File: src/rtl/rob_pkg.sv
package rob_pkg;
  typedef enum logic [1:0] {
    K_ALU    = 2'd0,
    K_STORE  = 2'd1,
    K_BRANCH = 2'd2
  } rob_kind_e;

  function automatic rob_kind_e decode_kind(input logic [1:0] code);
    case (code)
      2'd1:    return K_STORE;
      2'd2:    return K_BRANCH;
      default: return K_ALU;
    endcase
  endfunction
endpackage

File: src/rtl/rob_rst_sync.sv
module rob_rst_sync (
  input  logic clk,
  input  logic rst_n,
  output logic rst_n_sync
);
  logic stage1_q, stage2_q;

  always_ff @(posedge clk or negedge rst_n) begin
    if (!rst_n) begin
      stage1_q <= 1'b0;
      stage2_q <= 1'b0;
    end else begin
      stage1_q <= 1'b1;
      stage2_q <= stage1_q;
    end
  end

  assign rst_n_sync = stage2_q;
endmodule

File: src/rtl/rob_ptrs.sv
module rob_ptrs #(
  parameter int DEPTH = 8,
  parameter int TW    = $clog2(DEPTH)
) (
  input  logic          clk,
  input  logic          rst_n,
  input  logic          alloc,
  input  logic          retire,
  input  logic          flush,
  output logic [TW-1:0] head,
  output logic [TW-1:0] tail,
  output logic          full,
  output logic          empty
);
  localparam int CW = TW + 1;
  localparam logic [TW-1:0] LAST = TW'(DEPTH - 1);

  logic [TW-1:0] head_q, head_d, tail_q, tail_d;
  logic [CW-1:0] count_q, count_d;
  logic          ptr_en;

  function automatic logic [TW-1:0] wrap_inc(input logic [TW-1:0] p);
    return (p == LAST) ? '0 : p + 1'b1;
  endfunction

  always_comb begin
    head_d  = head_q;
    tail_d  = tail_q;
    count_d = count_q;
    if (flush) begin
      head_d  = '0;
      tail_d  = '0;
      count_d = '0;
    end else begin
      if (retire) head_d = wrap_inc(head_q);
      if (alloc)  tail_d = wrap_inc(tail_q);
      case ({alloc, retire})
        2'b10:   count_d = count_q + 1'b1;
        2'b01:   count_d = count_q - 1'b1;
        default: count_d = count_q;
      endcase
    end
  end

  assign ptr_en = flush | alloc | retire;

  always_ff @(posedge clk or negedge rst_n) begin
    if (!rst_n) begin
      head_q  <= '0;
      tail_q  <= '0;
      count_q <= '0;
    end else if (ptr_en) begin
      head_q  <= head_d;
      tail_q  <= tail_d;
      count_q <= count_d;
    end
  end

  assign head  = head_q;
  assign tail  = tail_q;
  assign full  = (count_q == CW'(DEPTH));
  assign empty = (count_q == '0);
endmodule

File: src/rtl/rob_entries.sv
module rob_entries
  import rob_pkg::*;
#(
  parameter int DEPTH = 8,
  parameter int XLEN  = 32,
  parameter int RW    = 5,
  parameter int TW    = $clog2(DEPTH)
) (
  input  logic            clk,
  input  logic            rst_n,
  input  logic            flush,
  input  logic            alloc,
  input  logic [TW-1:0]   tail,
  input  rob_kind_e       alloc_kind,
  input  logic [RW-1:0]   alloc_rd,
  input  logic            alloc_pred,
  input  logic            retire,
  input  logic [TW-1:0]   head,
  input  logic            cdb_valid,
  input  logic [TW-1:0]   cdb_tag,
  input  logic [XLEN-1:0] cdb_value,
  input  logic [XLEN-1:0] cdb_addr,
  input  logic            cdb_taken,
  output logic            head_valid,
  output logic            head_done,
  output rob_kind_e       head_kind,
  output logic [RW-1:0]   head_rd,
  output logic [XLEN-1:0] head_value,
  output logic [XLEN-1:0] head_addr,
  output logic            head_mispred,
  input  logic [TW-1:0]   look1_tag,
  output logic            look1_done,
  output logic [XLEN-1:0] look1_value,
  input  logic [TW-1:0]   look2_tag,
  output logic            look2_done,
  output logic [XLEN-1:0] look2_value
);
  typedef struct packed {
    logic            valid;
    logic            done;
    rob_kind_e       kind;
    logic [RW-1:0]   rd;
    logic [XLEN-1:0] value;
    logic [XLEN-1:0] addr;
    logic            pred;
    logic            taken;
  } slot_t;

  slot_t slot_q [DEPTH];
  slot_t slot_d [DEPTH];

  for (genvar g = 0; g < DEPTH; g++) begin : g_slot
    logic hit_alloc, hit_retire, hit_cdb, slot_en;

    assign hit_alloc  = alloc  && (tail == TW'(g));
    assign hit_retire = retire && (head == TW'(g));
    assign hit_cdb    = cdb_valid && (cdb_tag == TW'(g)) && slot_q[g].valid;
    assign slot_en    = flush | hit_alloc | hit_retire | hit_cdb;

    always_comb begin
      slot_d[g] = slot_q[g];
      if (flush) begin
        slot_d[g].valid = 1'b0;
        slot_d[g].done  = 1'b0;
      end else begin
        if (hit_retire) begin
          slot_d[g].valid = 1'b0;
          slot_d[g].done  = 1'b0;
        end
        if (hit_cdb) begin
          slot_d[g].done  = 1'b1;
          slot_d[g].value = cdb_value;
          slot_d[g].addr  = cdb_addr;
          slot_d[g].taken = cdb_taken;
        end
        if (hit_alloc) begin
          slot_d[g].valid = 1'b1;
          slot_d[g].done  = 1'b0;
          slot_d[g].kind  = alloc_kind;
          slot_d[g].rd    = alloc_rd;
          slot_d[g].pred  = alloc_pred;
        end
      end
    end

    always_ff @(posedge clk or negedge rst_n) begin
      if (!rst_n) begin
        slot_q[g] <= '0;
      end else if (slot_en) begin
        slot_q[g] <= slot_d[g];
      end
    end
  end

  assign head_valid   = slot_q[head].valid;
  assign head_done    = slot_q[head].done;
  assign head_kind    = slot_q[head].kind;
  assign head_rd      = slot_q[head].rd;
  assign head_value   = slot_q[head].value;
  assign head_addr    = slot_q[head].addr;
  assign head_mispred = slot_q[head].pred ^ slot_q[head].taken;

  assign look1_done  = slot_q[look1_tag].valid & slot_q[look1_tag].done;
  assign look1_value = slot_q[look1_tag].value;
  assign look2_done  = slot_q[look2_tag].valid & slot_q[look2_tag].done;
  assign look2_value = slot_q[look2_tag].value;
endmodule

File: src/rtl/rob_regstat.sv
module rob_regstat #(
  parameter int NREG = 32,
  parameter int RW   = $clog2(NREG),
  parameter int TW   = 3
) (
  input  logic          clk,
  input  logic          rst_n,
  input  logic          flush,
  input  logic          set_en,
  input  logic [RW-1:0] set_reg,
  input  logic [TW-1:0] set_tag,
  input  logic          clr_en,
  input  logic [RW-1:0] clr_reg,
  input  logic [TW-1:0] clr_tag,
  input  logic [RW-1:0] q1_reg,
  output logic          q1_busy,
  output logic [TW-1:0] q1_tag,
  input  logic [RW-1:0] q2_reg,
  output logic          q2_busy,
  output logic [TW-1:0] q2_tag
);
  logic [NREG-1:0] busy_q;
  logic [TW-1:0]   tag_q [NREG];

  assign busy_q[0] = 1'b0;
  assign tag_q[0]  = '0;

  for (genvar r = 1; r < NREG; r++) begin : g_reg
    logic          hit_set, hit_clr, busy_d, map_en;
    logic [TW-1:0] tag_d;

    assign hit_set = set_en && (set_reg == RW'(r));
    assign hit_clr = clr_en && (clr_reg == RW'(r)) && busy_q[r] && (tag_q[r] == clr_tag);
    assign map_en  = flush | hit_set | hit_clr;

    always_comb begin
      busy_d = busy_q[r];
      tag_d  = tag_q[r];
      if (flush) begin
        busy_d = 1'b0;
      end else if (hit_set) begin
        busy_d = 1'b1;
        tag_d  = set_tag;
      end else if (hit_clr) begin
        busy_d = 1'b0;
      end
    end

    always_ff @(posedge clk or negedge rst_n) begin
      if (!rst_n) begin
        busy_q[r] <= 1'b0;
        tag_q[r]  <= '0;
      end else if (map_en) begin
        busy_q[r] <= busy_d;
        tag_q[r]  <= tag_d;
      end
    end
  end

  assign q1_busy = busy_q[q1_reg];
  assign q1_tag  = tag_q[q1_reg];
  assign q2_busy = busy_q[q2_reg];
  assign q2_tag  = tag_q[q2_reg];
endmodule

File: src/rtl/rob_core.sv
module rob_core
  import rob_pkg::*;
#(
  parameter int DEPTH = 8,
  parameter int XLEN  = 32,
  parameter int NREG  = 32,
  localparam int TW   = $clog2(DEPTH),
  localparam int RW   = $clog2(NREG)
) (
  input  logic            clk,
  input  logic            rst_n,
  input  logic            iss_valid,
  input  logic [1:0]      iss_kind,
  input  logic [RW-1:0]   iss_rd,
  input  logic            iss_pred_taken,
  output logic            iss_ready,
  output logic [TW-1:0]   iss_tag,
  input  logic [RW-1:0]   src1_reg,
  output logic            src1_busy,
  output logic            src1_ready,
  output logic [TW-1:0]   src1_tag,
  output logic [XLEN-1:0] src1_value,
  input  logic [RW-1:0]   src2_reg,
  output logic            src2_busy,
  output logic            src2_ready,
  output logic [TW-1:0]   src2_tag,
  output logic [XLEN-1:0] src2_value,
  input  logic            cdb_valid,
  input  logic [TW-1:0]   cdb_tag,
  input  logic [XLEN-1:0] cdb_value,
  input  logic [XLEN-1:0] cdb_addr,
  input  logic            cdb_taken,
  output logic            rob_empty,
  output logic            rf_we,
  output logic [RW-1:0]   rf_waddr,
  output logic [XLEN-1:0] rf_wdata,
  output logic            mem_we,
  output logic [XLEN-1:0] mem_addr,
  output logic [XLEN-1:0] mem_wdata,
  output logic            redirect_valid,
  output logic [XLEN-1:0] redirect_pc
);
  logic            rst_n_int;
  logic [TW-1:0]   head, tail;
  logic            full, empty;
  logic            alloc, commit_go, flush;
  rob_kind_e       in_kind, head_kind;
  logic            head_valid, head_done, head_mispred;
  logic [RW-1:0]   head_rd;
  logic [XLEN-1:0] head_value, head_addr;
  logic            is_alu, is_store, is_branch;
  logic            map_set;
  logic            l1_done, l2_done;
  logic [XLEN-1:0] l1_value, l2_value;

  rob_rst_sync u_rst (
    .clk        (clk),
    .rst_n      (rst_n),
    .rst_n_sync (rst_n_int)
  );

  assign in_kind   = decode_kind(iss_kind);
  assign iss_ready = !full && !flush;
  assign alloc     = iss_valid && iss_ready;
  assign iss_tag   = tail;

  assign is_alu    = (head_kind == K_ALU);
  assign is_store  = (head_kind == K_STORE);
  assign is_branch = (head_kind == K_BRANCH);
  assign commit_go = head_valid && head_done;
  assign flush     = commit_go && is_branch && head_mispred;

  rob_ptrs #(.DEPTH(DEPTH), .TW(TW)) u_ptrs (
    .clk    (clk),
    .rst_n  (rst_n_int),
    .alloc  (alloc),
    .retire (commit_go),
    .flush  (flush),
    .head   (head),
    .tail   (tail),
    .full   (full),
    .empty  (empty)
  );

  rob_entries #(.DEPTH(DEPTH), .XLEN(XLEN), .RW(RW), .TW(TW)) u_slots (
    .clk          (clk),
    .rst_n        (rst_n_int),
    .flush        (flush),
    .alloc        (alloc),
    .tail         (tail),
    .alloc_kind   (in_kind),
    .alloc_rd     (iss_rd),
    .alloc_pred   (iss_pred_taken),
    .retire       (commit_go),
    .head         (head),
    .cdb_valid    (cdb_valid),
    .cdb_tag      (cdb_tag),
    .cdb_value    (cdb_value),
    .cdb_addr     (cdb_addr),
    .cdb_taken    (cdb_taken),
    .head_valid   (head_valid),
    .head_done    (head_done),
    .head_kind    (head_kind),
    .head_rd      (head_rd),
    .head_value   (head_value),
    .head_addr    (head_addr),
    .head_mispred (head_mispred),
    .look1_tag    (src1_tag),
    .look1_done   (l1_done),
    .look1_value  (l1_value),
    .look2_tag    (src2_tag),
    .look2_done   (l2_done),
    .look2_value  (l2_value)
  );

  assign map_set = alloc && (in_kind == K_ALU) && (iss_rd != '0);

  rob_regstat #(.NREG(NREG), .RW(RW), .TW(TW)) u_map (
    .clk     (clk),
    .rst_n   (rst_n_int),
    .flush   (flush),
    .set_en  (map_set),
    .set_reg (iss_rd),
    .set_tag (tail),
    .clr_en  (commit_go && is_alu),
    .clr_reg (head_rd),
    .clr_tag (head),
    .q1_reg  (src1_reg),
    .q1_busy (src1_busy),
    .q1_tag  (src1_tag),
    .q2_reg  (src2_reg),
    .q2_busy (src2_busy),
    .q2_tag  (src2_tag)
  );

  assign src1_ready = src1_busy && l1_done;
  assign src1_value = l1_value;
  assign src2_ready = src2_busy && l2_done;
  assign src2_value = l2_value;

  assign rob_empty      = empty;
  assign rf_we          = commit_go && is_alu && (head_rd != '0);
  assign rf_waddr       = head_rd;
  assign rf_wdata       = head_value;
  assign mem_we         = commit_go && is_store;
  assign mem_addr       = head_addr;
  assign mem_wdata      = head_value;
  assign redirect_valid = flush;
  assign redirect_pc    = head_addr;
endmodule

File: config.mk
export PLATFORM = sky130hd
export DESIGN_NAME = rob_core
export DESIGN_NICKNAME = d
export VERILOG_FILES = /design/src/rtl/rob_pkg.sv /design/src/rtl/rob_rst_sync.sv /design/src/rtl/rob_ptrs.sv /design/src/rtl/rob_entries.sv /design/src/rtl/rob_regstat.sv /design/src/rtl/rob_core.sv
export SDC_FILE = /design/constraint.sdc
export NUM_CORES = 2
export LEC_CHECK = 0
export BUFFER_PORTS_ARGS = -buffer_cell sky130_fd_sc_hd__buf_2
export CAP_MARGIN = 10
export CORE_MARGIN = 2
export CORE_UTILIZATION = 40
export DETAILED_ROUTE_END_ITERATION = 7
export GPL_TIMING_DRIVEN = 1
export PLACE_DENSITY_LB_ADDON = 0.25
export SLEW_MARGIN = 20
export SYNTH_ARGS = -nofsm -noshare
export SYNTH_HDL_FRONTEND = slang
export SYNTH_HIERARCHICAL = 1
export SYNTH_SLANG_ARGS = --single-unit
File: constraint.sdc
create_clock -name clk -period 23.4 [get_ports clk]
set_clock_uncertainty 0.1 [all_clocks]
set_input_delay 3.51 -clock clk [delete_from_list [all_inputs] [get_ports clk]]
set_output_delay 3.51 -clock clk [all_outputs]
set_load 0.02 [all_outputs]
# [Yosys cells after proc, flatten, opt, wreduce, memory -nomap -nowiden]
# Cells that the tools add are included.
[classes] n_addsub=4 n_lt_le_gt_ge=7 eq_ne=121 mux=153 bitwise=97 reduce_logical=325
[op_table] operator="75-bit binary-select mux with 3-bit select" n=3
[op_table] operator="75-bit two-way mux" n=6
[op_table] operator="1-bit logical AND" n=168
[op_table] operator="5-bit == test (second input constant)" n=32
[op_table] operator="3-bit AND reduction" n=47
[op_table] operator="3-bit nonzero test" n=40
[op_table] operator="1-bit two-way mux" n=103
[op_table] operator="2-bit AND reduction" n=50
[op_table] operator="3-bit == test" n=31
[op_table] operator="1-bit OR" n=88
[op_table] operator="5-bit by 4-bit == test with 1-bit output (second input constant)" n=16
[op_table] operator="9-bit two-way mux" n=8
[op_table] operator="5-bit by 3-bit == test with 1-bit output (second input constant)" n=8
[op_table] operator="3-bit == test (second input constant)" n=12
[op_table] operator="2-bit two-way mux" n=16
[op_table] operator="4-bit nonzero test" n=8
[op_table] operator="3-bit binary-select mux with 5-bit select" n=2
[op_table] operator="3-bit two-way mux" n=10
[op_table] operator="5-bit by 2-bit == test with 1-bit output (second input constant)" n=4
[op_table] operator="3-bit by 2-bit == test with 1-bit output (second input constant)" n=6
[op_table] operator="4-bit >= comparator (second input constant)" n=3
[op_table] operator="6-bit >= comparator (second input constant)" n=2
[op_table] operator="5-bit by 6-bit < comparator with 1-bit output (second input constant)" n=2
[op_table] operator="3-bit NOT with 4-bit output" n=3
[op_table] operator="22 further kinds" n=39
[word_totals] regBits=736 in_bits=90

# [Logic depth before layout (Yosys ltp)]
[depth] word_depth=16 mapped_depth=15 mapped_depth_nobuf=12

# [Hierarchy]
# The synthesis kept the hierarchy.
[modules_own_cells] mod="rob_entries" n_inst=1 cells_per_inst=1857 area_per_inst_um2=30988.5 seq_area_each_um2=15014.4
[modules_own_cells] mod="rob_regstat" n_inst=1 cells_per_inst=696 area_per_inst_um2=8196.6 seq_area_each_um2=3103.0
[modules_own_cells] mod="rob_ptrs" n_inst=1 cells_per_inst=63 area_per_inst_um2=650.6 seq_area_each_um2=250.2
[modules_own_cells] mod="rob_core" n_inst=1 cells_per_inst=83 area_per_inst_um2=601.8 seq_area_each_um2=0.0
[modules_own_cells] mod="rob_rst_sync" n_inst=1 cells_per_inst=3 area_per_inst_um2=53.8 seq_area_each_um2=50.0

# [Least setup slack after synthesis]
# OpenSTA, ideal clock, no wires.
[synth_path] path_kind="input to output" startpoint="input port src1_reg[1]" endpoint="output port src1_value[0]" arrival_ps=6447 slack_ps=13343 cell_stages=10 cell_sequence="buf_2 buf_1 nand2_1 o22ai_1 a211oi_1 o31ai_1 buf_2 buf_2 mux4_2 mux2_2"
[synth_via] elab_chain_len=8
[synth_lines] item="start: declaration" line="rob_core.sv:18" rtl="input logic [RW-1:0] src1_reg,"
[synth_lines] item="5-bit NOT with 6-bit output (not written as such)" line="rob_regstat.sv:61" rtl="assign q1_tag = tag_q[q1_reg];"
[synth_lines] item="3-bit binary-select mux with 5-bit select" line="rob_regstat.sv:61"
[synth_lines] item="3-bit two-way mux (not written as such) (2 in a row)" line="rob_regstat.sv:61"
[synth_lines] item="named net src1_tag[0]" line="rob_core.sv:21" rtl="output logic [TW-1:0] src1_tag,"
[synth_lines] item="3-bit NOT with 4-bit output (not written as such)" line="rob_entries.sv:104" rtl="assign look1_value = slot_q[look1_tag].value;"
[synth_lines] item="75-bit binary-select mux with 3-bit select" line="rob_entries.sv:104"
[synth_lines] item="75-bit two-way mux (2 in a row)"
[synth_lines] item="end: declaration" line="rob_core.sv:22" rtl="output logic [XLEN-1:0] src1_value,"
# The timed path passes the listed nets, and every way through them passes these cells. The select of a mux whose other input is x is not followed.

# [Worst setup path after layout]
[layout_path] startpoint="input port src2_reg[1]" endpoint="output port src2_value[29]"
[layout_via] elab_chain_len=8
[layout_lines] item="start: declaration" line="rob_core.sv:23" rtl="input logic [RW-1:0] src2_reg,"
[layout_lines] item="5-bit NOT with 6-bit output (not written as such)" line="rob_regstat.sv:63" rtl="assign q2_tag = tag_q[q2_reg];"
[layout_lines] item="3-bit binary-select mux with 5-bit select" line="rob_regstat.sv:63"
[layout_lines] item="3-bit two-way mux (not written as such) (2 in a row)" line="rob_regstat.sv:63"
[layout_lines] item="3-bit NOT with 4-bit output (not written as such)" line="rob_entries.sv:106" rtl="assign look2_value = slot_q[look2_tag].value;"
[layout_lines] item="75-bit binary-select mux with 3-bit select" line="rob_entries.sv:106"
[layout_lines] item="75-bit two-way mux (2 in a row)"
[layout_lines] item="end: declaration" line="rob_core.sv:27" rtl="output logic [XLEN-1:0] src2_value,"
# No other way between the ends. The select of a mux whose other input is x is not followed.

==> flow_summary.json <==
{
  "overflow": 0,
  "grt_pass1_wl_um": 174000,
  "crit_top_cell": "buf_2",
  "root_buffer": "clkbuf_16",
  "ys_types": 66,
  "layout_commonest_cell": "mux2_2",
  "criticalPathCategory": "in -> out",
  "synth-seq-area-share": 0.455,
  "grt_pass1_vias": 27600,
  "fin_crit_sh": 0.476,
  "period_needed_ps": 11130,
  "pwr_density_cell_nw_per_um2": 161,
  "io_buffers": 304,
  "nets": 2976,
  "fin_tns_setup_ps": 0,
  "slew-limit-headroom": 0.207,
  "grt_util_all_layers": 0.220,
  "cts_hold_buf": 0,
  "crit_chain": "buf_2 -> nor2b_1 -> a22oi_1 -> o221ai_1 -> a31o_4 -> buf_4 -> mux4_2 -> mux2_2 -> buf_2",
  "leakage_nw": 19.1,
  "grt_max_degree": 165,
  "cts_resized": 0,
  "synth_seq_cells": 736,
  "dominantRegCellSynth": "dfrtp_1",
  "final_cell_mix": "mux2_2 (825), dfrtp_1 (732), mux4_2 (326), buf_2 (304), clkbuf_16 (91)",
  "antenna_found_initial": 19,
  "syn_avg_cell_area_um2": 15.0,
  "routed_via_density": 5.89,
  "max_cap_violations": 0,
  "finalHoldViolations": 0,
  "htree_levels": 3,
  "layout-area-overhead-vs-synth_pct": 12.6,
  "ir_worst_vdd_mv": 0.175,
  "die-area_um2": 104000,
  "required_ps": 19790,
  "ant_nets": 0,
  "worstSetupEndpointType": "output port",
  "cts_max_path_buffers": 3,
  "cp_num_cells": 9,
  "drtIter0Drc": 1861,
  "globalplace.congestion": 0.909,
  "cts.sinks": 736,
  "reg2reg_depth": 11,
  "r2r_slack_ps": 17260,
  "cts_tree": "done",
  "max_stage_delay_ps": 750,
  "syn_area_um2": 40500,
  "postSynthCellCount": 2702,
  "status": "finished, final reports clean",
  "start_kind": "input pin",
  "syn_nets": 2800,
  "die_y_um": 322,
  "synth_warnings": 6,
  "place_ws_ps": 12200,
  "slew_viol_final": 0,
  "cts.clk_slew.worst_paths_ps": 60,
  "critPathBufInv": 3,
  "async_flop_share": 1.00,
  "cpLargestDelayFamily": "buffers and inverters",
  "first_pass_iters": 8,
  "rr_startpoint": "u_ptrs/head[1]",
  "wl_um": 113000,
  "num_vias": 25400,
  "hpwl_um": 70800,
  "whs_ps": 262,
  "core_area_um2": 100000,
  "endpoint": "src2_value[29]",
  "layout-drive-gt1-share": 0.576,
  "route.detailed.drc": 0,
  "cp_max_fo": 37,
  "worst_slew_pin_slew_ps": 1180,
  "max_freq_mhz": 89.8,
  "slowest_stage": "buf_4",
  "r2r_end": "u_slots/slot_q[133]",
  "fin_ws_ps": 12270,
  "die_x_um": 322,
  "start_util": 0.404,
  "std_cell_rows": 116,
  "worstPathArrival_ps": 7520,
  "hp-class": "reg -> reg",
  "cts_setup_buffers": 0,
  "rsz0062_at_grt": "false",
  "clk_latency_ps": 660,
  "cts_buffers": 88,
  "boundaryPins": 305,
  "setup-violations-final": 0,
  "synth_edf_count": 0,
  "wire_per_inst_um": 26.3,
  "crit_start": "src2_reg[1]",
  "final_core_util": 0.455
}
==> flip-flops by register name, indices dropped and copies added, names as in the netlist <==
name	flops
u_ptrs/tail	3
u_rst/stage1_q	1
u_rst/rst_n_sync	1
u_map/tag_q	93
u_slots/slot_q	600
u_map/busy_q	31
u_ptrs/count_q	4
u_ptrs/head	3
==> where the power goes <==
group	internal (W)	switching, W	leakage (nW)
logic	0.00177	0.00173	8.54
clock network	0.000857	0.000559	1.50
registers	0.00187	0.000553	9.10
==> stage by stage <==
step / instances / total power, W / instance area (µm²)
4_1_cts: 4303 / 0.00741 / 45500
6_report: 4310 / 0.00734 / 45600
5_1_grt: 4309 / 0.00774 / 45600
3_3_place_gp: 4144 / 0.00583 / 42500
2_1_floorplan: 2702 / 0.00506 / 40500
3_5_place_dp: 4144 / 0.00596 / 42500
==> synth_stat cells (3+ instances only) <==
master     count  share of area
a211o_1        3        0.00065
a21oi_1        6        0.00074
a221oi_1       5         0.0011
a22o_1         9         0.0019
a22oi_1       14         0.0026
a2bb2oi_1      3        0.00065
a31o_2        23         0.0050
a31oi_1        5        0.00077
and2_1         9         0.0014
buf_1          5        0.00046
buf_2         77         0.0095
buf_4         93          0.017
buf_6         35         0.0097
clkbuf_1      54         0.0050
dfrtp_1      736           0.45
ha_1           8         0.0025
inv_1         12         0.0011
mux2_2       825           0.23
mux2i_1       29         0.0072
mux4_2       326           0.18
nand2_1       83         0.0077
nand2b_1      18         0.0028
nand3_1       23         0.0028
nand3b_1       5        0.00093
nand4_1        5        0.00077
nand4b_1       5         0.0011
nor2_1        36         0.0033
nor2_4         3        0.00083
nor2b_1       16         0.0025
nor3_1        14         0.0017
nor3b_1        3        0.00056
nor4_1        17         0.0026
o21ai_0       28         0.0035
o221ai_1       3        0.00065
o22ai_1        5        0.00077
o31ai_1        5        0.00093
or2_2          3        0.00046
or4_1         15         0.0028
xnor2_1       58          0.013
xor2_1        45         0.0097
==> kinds of logic (layout without fill, tap and decap cells) <==
family          after synthesis  in the layout  share of synthesized area
other cells                   1              7                  0.0000926
buf+inv                     276            521                     0.0431
fa+ha+maj                     8              8                    0.00247
xor+xnor                    103            103                     0.0223
mux                        1181           1181                      0.418
simple gates                270            270                     0.0358
flops                       736            736                      0.455
compound gates              127            127                     0.0233
==> worst min path at each step <==
stage,startpoint,endpoint,cells past startpoint
after CTS,u_rst/stage1_q,u_rst/rst_n_sync,0
after global placement,u_rst/stage1_q,u_rst/rst_n_sync,0
after global routing,u_rst/stage1_q,u_rst/rst_n_sync,0
final,u_rst/stage1_q,u_rst/rst_n_sync,0
after detailed placement,u_rst/stage1_q,u_rst/rst_n_sync,0
after floorplan,u_rst/stage1_q,u_rst/rst_n_sync,0
==> layout make-up <==
type	instances	area, µm²
Tap cell	1357	1700
Fill cell	8830	54700
Clock inverter	31	399
Multi-Input combinational cell	1690	20500
Antenna cell	6	15.0
Timing Repair Buffer	350	1920
Sequential cell	736	18400
Clock buffer	128	2630
Inverter	12	45.0
==> metal layers <==
layer | vias to the layer above | wire length (µm) | global-route usage
met4 | 16 | 3350 | 0.0719
met3 | 236 | 6050 | 0.0384
li1 | 10600 | - | -
met1 | 13700 | 47500 | 0.290
met2 | 829 | 56500 | 0.370
met5 | - | 103 | 0
(Power assumes the default switching activity.)
